--- config.mk ---
export PLATFORM = sky130hd
export DESIGN_NAME = ata_irq_unit
export DESIGN_NICKNAME = d
export VERILOG_FILES = /design/src/rtl/ata_irq_pkg.sv /design/src/rtl/ata_irq_decode.sv /design/src/rtl/ata_irq_flags.sv /design/src/rtl/ata_irq_err_cap.sv /design/src/rtl/ata_irq_unit.sv
export SDC_FILE = /design/constraint.sdc
export NUM_CORES = 1
export LEC_CHECK = 0
export BUFFER_PORTS_ARGS = -buffer_cell sky130_fd_sc_hd__buf_2
export CORE_MARGIN = 2
export CORE_UTILIZATION = 30
export DETAILED_ROUTE_END_ITERATION = 6
export SKIP_LAST_GASP = 1
export SLEW_MARGIN = 0
export SYNTH_ARGS = -nofsm -noshare
export SYNTH_HDL_FRONTEND = slang
export SYNTH_SLANG_ARGS = --single-unit
--- constraint.sdc ---
create_clock -name clk_i -period 2.3 [get_ports clk_i]
set_input_delay 0.345 -clock clk_i [delete_from_list [all_inputs] [get_ports clk_i]]
set_output_delay 0.345 -clock clk_i [all_outputs]
set_load 0.02 [all_outputs]
--- src/rtl/ata_irq_pkg.sv ---
package ata_irq_pkg;
  localparam int NUM_SRC  = 2;
  localparam int SRC_DEV  = 0;
  localparam int SRC_ERR  = 1;
  // word indices; software layout depends on these
  localparam int IDX_ERR0 = 0;
  localparam int IDX_STAT = 3;
  localparam int IDX_ESET = 5;
  localparam int IDX_ECLR = 7;
endpackage

--- src/rtl/ata_irq_decode.sv ---
module ata_irq_decode
  import ata_irq_pkg::*;
#(
  parameter int ADDR_W = 8,
  parameter int DATA_W = 32,
  localparam int WORD_W = ADDR_W - 2
) (
  input  logic               req_i,
  input  logic               we_i,
  input  logic [ADDR_W-1:0]  addr_i,
  input  logic [DATA_W-1:0]  wdata_i,
  output logic [WORD_W-1:0]  word_o,
  output logic [NUM_SRC-1:0] flag_clr_o,
  output logic [NUM_SRC-1:0] en_set_o,
  output logic [NUM_SRC-1:0] en_clr_o
);
  logic wr;
  logic unused_bits;

  assign word_o = addr_i[ADDR_W-1:2];
  assign wr     = req_i & we_i;

  always_comb begin
    flag_clr_o = '0;
    en_set_o   = '0;
    en_clr_o   = '0;
    if (wr) begin
      if (word_o == WORD_W'(IDX_STAT)) flag_clr_o = wdata_i[NUM_SRC-1:0];
      if (word_o == WORD_W'(IDX_ESET)) en_set_o   = wdata_i[NUM_SRC-1:0];
      if (word_o == WORD_W'(IDX_ECLR)) en_clr_o   = wdata_i[NUM_SRC-1:0];
    end
  end

  assign unused_bits = ^{addr_i[1:0], wdata_i[DATA_W-1:NUM_SRC]};
endmodule

--- src/rtl/ata_irq_flags.sv ---
module ata_irq_flags
  import ata_irq_pkg::*;
(
  input  logic               clk_i,
  input  logic               rst_ni,
  input  logic [NUM_SRC-1:0] evt_i,
  input  logic [NUM_SRC-1:0] flag_clr_i,
  input  logic [NUM_SRC-1:0] en_set_i,
  input  logic [NUM_SRC-1:0] en_clr_i,
  output logic [NUM_SRC-1:0] status_o,
  output logic [NUM_SRC-1:0] enable_o
);
  for (genvar i = 0; i < NUM_SRC; i++) begin : g_src
    logic st_q, en_q;
    always_ff @(posedge clk_i or negedge rst_ni) begin
      if (!rst_ni) begin
        st_q <= 1'b0;
        en_q <= 1'b0;
      end else begin
        // new event beats a same-cycle clear
        st_q <= evt_i[i] | (st_q & ~flag_clr_i[i]);
        if (en_set_i[i])      en_q <= 1'b1;
        else if (en_clr_i[i]) en_q <= 1'b0;
      end
    end
    assign status_o[i] = st_q;
    assign enable_o[i] = en_q;
  end
endmodule

--- src/rtl/ata_irq_err_cap.sv ---
module ata_irq_err_cap #(
  parameter int ERR_ADDR_W = 64
) (
  input  logic                  clk_i,
  input  logic                  rst_ni,
  input  logic                  err_evt_i,
  input  logic                  err_flag_i,
  input  logic                  err_clr_i,
  input  logic [ERR_ADDR_W-1:0] err_addr_i,
  output logic [ERR_ADDR_W-1:0] err_addr_o
);
  logic                  capture;
  logic [ERR_ADDR_W-1:0] addr_q;

  // first fault after an acknowledge owns the address
  assign capture = err_evt_i & (~err_flag_i | err_clr_i);

  always_ff @(posedge clk_i or negedge rst_ni) begin
    if (!rst_ni)      addr_q <= '0;
    else if (capture) addr_q <= err_addr_i;
  end

  assign err_addr_o = addr_q;
endmodule

--- src/rtl/ata_irq_unit.sv ---
module ata_irq_unit
  import ata_irq_pkg::*;
#(
  parameter int ADDR_W     = 8,
  parameter int DATA_W     = 32,
  parameter int ERR_ADDR_W = 64
) (
  input  logic                  clk_i,
  input  logic                  rst_ni,
  input  logic                  reg_req_i,
  input  logic                  reg_we_i,
  input  logic [ADDR_W-1:0]     reg_addr_i,
  input  logic [DATA_W-1:0]     reg_wdata_i,
  output logic [DATA_W-1:0]     reg_rdata_o,
  input  logic                  dev_evt_i,
  input  logic                  bus_err_i,
  input  logic [ERR_ADDR_W-1:0] bus_err_addr_i,
  output logic                  irq_o
);
  localparam int WORD_W    = ADDR_W - 2;
  localparam int ERR_WORDS = ERR_ADDR_W / DATA_W;

  logic [WORD_W-1:0]     word;
  logic [NUM_SRC-1:0]    flag_clr, en_set, en_clr, evt;
  logic [NUM_SRC-1:0]    status_q, enable_q;
  logic [ERR_ADDR_W-1:0] err_addr_q;

  assign evt[SRC_DEV] = dev_evt_i;
  assign evt[SRC_ERR] = bus_err_i;

  ata_irq_decode #(.ADDR_W(ADDR_W), .DATA_W(DATA_W)) u_dec (
    .req_i      (reg_req_i),
    .we_i       (reg_we_i),
    .addr_i     (reg_addr_i),
    .wdata_i    (reg_wdata_i),
    .word_o     (word),
    .flag_clr_o (flag_clr),
    .en_set_o   (en_set),
    .en_clr_o   (en_clr)
  );

  ata_irq_flags u_flags (
    .clk_i      (clk_i),
    .rst_ni     (rst_ni),
    .evt_i      (evt),
    .flag_clr_i (flag_clr),
    .en_set_i   (en_set),
    .en_clr_i   (en_clr),
    .status_o   (status_q),
    .enable_o   (enable_q)
  );

  ata_irq_err_cap #(.ERR_ADDR_W(ERR_ADDR_W)) u_cap (
    .clk_i      (clk_i),
    .rst_ni     (rst_ni),
    .err_evt_i  (bus_err_i),
    .err_flag_i (status_q[SRC_ERR]),
    .err_clr_i  (flag_clr[SRC_ERR]),
    .err_addr_i (bus_err_addr_i),
    .err_addr_o (err_addr_q)
  );

  always_comb begin
    reg_rdata_o = '0;
    for (int k = 0; k < ERR_WORDS; k++) begin
      if (word == WORD_W'(IDX_ERR0 + k)) reg_rdata_o = err_addr_q[k*DATA_W +: DATA_W];
    end
    if (word == WORD_W'(IDX_STAT)) reg_rdata_o[NUM_SRC-1:0] = status_q;
    if (word == WORD_W'(IDX_ESET) || word == WORD_W'(IDX_ECLR))
      reg_rdata_o[NUM_SRC-1:0] = enable_q;
  end

  assign irq_o = |(status_q & enable_q);
endmodule

Yosys cells after proc, flatten, opt, wreduce, memory -nomap -nowiden. Cells that the tools add are included.

Bits in registers: 68. Latch bits: 0. Memory bits (writable): 0. Bits in read-only memories: 0. Input bits: 110. Output and inout port bits: 33. Logic and storage cells: 39. Memories: 0.

Add/sub/neg operators: 0. Multiply operators: 0. Div/mod/pow operators: 0. $lt $le $gt $ge: 0. Equal/unequal tests: 4. Shift operators: 0. Mux-type cells: 14. Bitwise operators: 11. Reduce and logical (&&, ||, !) cells: 5.

Operators by type and width (count): 32-bit 2-to-1 mux (2); 2-bit 2-to-1 mux (8); 6-bit by 3-bit == test with 1-bit output (second input constant) (2); 6-bit by 1-bit == test with 1-bit output (second input constant) (1); 6-bit by 2-bit == test with 1-bit output (second input constant) (1); 6-bit zero test (1); 1-bit AND (4); 1-bit 2-to-1 mux (4); 2-bit nonzero test (2); 1-bit inverter (3); 1-bit bitwise OR (3); 2-bit AND (1); 2-bit OR reduction (1); 1-bit logical OR (1).

Longest topological paths before layout.
Depth after elaboration: 6. Gate-level depth with buffers: 7.

Modules after synthesis. Synthesis repeated with hierarchy kept, for this count alone.

Cells, all modules: 219. Area total of the unflattened synthesis: 3120.5 um^2.

Modules (own cells, without submodules): ata_irq_err_cap (instances 1, cells each 136, area an instance 2402.3 um^2, sequential area each 1601.5 um^2); ata_irq_unit (instances 1, cells each 50, area an instance 427.9 um^2, sequential area each 0.0 um^2); ata_irq_flags (instances 1, cells each 16, area an instance 175.2 um^2, sequential area each 100.1 um^2); ata_irq_decode (instances 1, cells each 17, area an instance 115.1 um^2, sequential area each 0.0 um^2).

Least setup slack after synthesis. No wires, ideal clock.

Kind: input to output. Start: in reg_addr_i[4]. End: out reg_rdata_o[10]. Data arrival time: 1975 ps. Required time: 1955 ps. Slack: -20 ps. Cell stages on the path: 6. Cells stage by stage: or4_1 -> buf_2 -> buf_6 -> nor3b_1 -> clkbuf_1 -> a22o_1.

Longest elaborated chain between the ends: 3. Elaborated cells between the ends (all ways): 4. Those cells by class: eq/ne: 1; mux: 2; reduce/logical: 1.

RTL lines: start, declared (RTL line ata_irq_unit.sv:12) `input logic [ADDR_W-1:0] reg_addr_i,`; 6-bit zero test (RTL line ata_irq_unit.sv:66) `if (word == WORD_W'(IDX_ERR0 + k)) reg_rdata_o = err_addr_q[k*DATA_W +: DATA_W];`; 32-bit 2-to-1 mux (RTL line ata_irq_unit.sv:66); 32-bit 2-to-1 mux (*) (RTL line ata_irq_unit.sv:66); end, declared (RTL line ata_irq_unit.sv:14) `output logic [DATA_W-1:0] reg_rdata_o,`.

Mark *: on every way between the ends. The rest lies on a longest branch, timed or not.

Worst setup path in the final report.
Start: in reg_addr_i[4]. End: out reg_rdata_o[16].

Same word-level chain as after synthesis.

==> flow_summary.ini <==
[final_layout]
area_delta_synth_final_pct = 28.2
drive_gt1_frac = 0.335
final_common_cell = buf_2
final_area_um2 = 4730
layout_common_cells = buf_2, dfrtp_1, o31ai_1, inv_1, o311ai_0
antennaDiodeCount = 0
fin_nets = 571

[setup_path]
crit_arrival_ns = 1.89
r2r_start = u_flags.g_src[1].st_q
crit_end = reg_rdata_o[16]
worstRegToRegCells = 4
startpoint = reg_addr_i[4]
timing.rr.end = u_cap.err_addr_o[15]
path_class = input port to primary output
reg2reg_slack_ns = 1.01
critPathLaunchType = input port
cp_data_required_time_ns = 1.96
crit_path_end_kind = primary output
crit_fanout = 9

[clock_network]
htreeDepth = 3
cts_hold_buf = 0
cts.clk_slew.worst_paths_ns = 0.06
cts-root-buf = clkbuf_16
clkSinkCount = 68
cts_tree = yes
cts_made_buffers = 9
clockBufferDepth = 2
clock_latency_ns = 0.33

[synthesis]
netlist.area_leader.share = 0.462
synth_cell_type_count = 27
yosysTopAreaCell = dfrtp_1
ys_warn_count = 0
synth_flop_cell = dfrtp_1
syn_inst = 369
syn_area_um2 = 3690
ys_seq_area_frac = 0.462
synth-edff-count = 0
syn_avg_cell_area_um2 = 9.99
synth_fp_nets = 479
synth_seq_cells = 68
async_flop_share = 1.00
yosys-top-cells-area = dfrtp_1, o311ai_0, o31ai_1

[die]
start_util = 0.307
ios = 143
die_w_um = 115
dieArea_um2 = 13200
rows = 40
core_area_um2 = 12000
die_height_um = 115

[sta]
fin_setup_tns_ns = 0
worst_pin_slew_ns = 0.920
setup_violations = 0
drv_slew = 0
rsz0062_at_grt = false
timing.final.crit_share = 0.970
hold_violations = 0
maxSlewHeadroom = 0.387
layout_min_cycle_time_ns = 2.23
max_freq_mhz = 448
skew_ns = 0.00678
hold_slack_ns = 0.142

[routing]
drt_iter0_drc = 254
drtAntennaViolNets = 0
vias_per_cell = 5.66
wl_um = 11200
vias = 3471
drtPass1Iterations = 4
drc_errors = 0
wl_per_cell_um = 18.2

[global_route]
grt_pass1_wl_um = 17600
antenna_found_initial = 0
overflow = 0
gr-usage-all-layers = 0.168
grt_pass1_vias = 3374
grt_max_degree = 69

[hold_path]
holdCritPathClass = input port to asynchronous set/reset pin

[place]
place_area_um2 = 4360
portBuffers = 110
gp_congestion = 0.747
dpl.hpwl_um = 6800

[pwr]
power_density_nw_per_um2 = 681
p_total_uw = 3220
max-vdd-ir-drop_v = 0.000319
power_leakage_uw = 0.00224

[run_status]
status = complete, no violations

[job]
maxCapViolations = 0
[power by group]
group / internal (µW) / switching, µW
Sequential: 1340 / 73.0
Combinational: 182 / 224
Clock: 845 / 552
Total: 2370 / 849
[per-layer routing]
metal | track usage | vias to the layer above | routed length, µm
met4 | 0.0514 | 0 | 148
met3 | 0.0348 | 12 | 463
met5 | 0 | - | 0
li1 | - | 1617 | -
met1 | 0.231 | 1722 | 5220
met2 | 0.268 | 120 | 5350
[cell type report]
type	instances	area, µm²
fill	1270	7290
sequential	68	1700
multi-input combinational	187	1530
timing repair buffer	130	762
inverter	65	244
clock buffer	9	225
tap	147	184
clock inverter	7	76.3
[metrics by stage]
step                utilization  setup WS [ns]  cells
floorplan                     -        -0.0200    369
global placement          0.363         -0.124    594
detailed placement        0.363         -0.140    594
CTS                       0.392         0.0255    614
global route              0.393        0.00294    613
finish                    0.393         0.0693    613
[critical path, stage by stage]
cell,delay [ns]
buf_2,0.11
or4_4,0.58
nor3b_4,0.23
buf_6,0.15
buf_6,0.14
a22o_1,0.16
buf_2,0.16
[worst min-delay path by stage]
stage,start,endpoint,slack (ns)
after global routing,dev_evt_i,u_flags.g_src[0].st_q,0.21
after CTS,rst_ni,u_cap.err_addr_o[30],0.19
after floorplan,rst_ni,u_cap.err_addr_o[0],0.05
after global placement,u_flags.g_src[0].en_q,u_flags.g_src[0].en_q,0.51
after detailed placement,u_flags.g_src[1].en_q,u_flags.g_src[1].en_q,0.52
final,rst_ni,u_cap.err_addr_o[39],0.14
[repair_timing]
item                                    4_1_cts  5_1_grt
endpoints found under the setup margin       30       27
resized for setup                             6        8
buffers inserted                              2        0
pin swaps                                     1        1
cloned                                        2        0
[kinds of logic after synthesis]
group / Yosys count / share of synthesized area
simple gates: 17 / 0.0282
compound gates: 169 / 0.377
buf+inv: 114 / 0.130
mux: 1 / 0.00305
flops: 68 / 0.462
[cell usage after synthesis, types with 2 or more instances]
master / count
o31a_1: 2
dfrtp_1: 68
nand3_1: 2
nand2b_1: 3
buf_6: 6
o311ai_0: 64
inv_1: 64
o31ai_1: 67
nand2_1: 2
a22o_1: 31
o41ai_1: 2
clkbuf_1: 41
nor3_1: 3
[flip-flops by register name, summed over array words and instances (netlist names)]
signal and flops:
u_cap.err_addr_o 64, u_flags.g_src.en_q 2, u_flags.g_src.st_q 2
No activity file was read; power rests on OpenSTA's default activity.
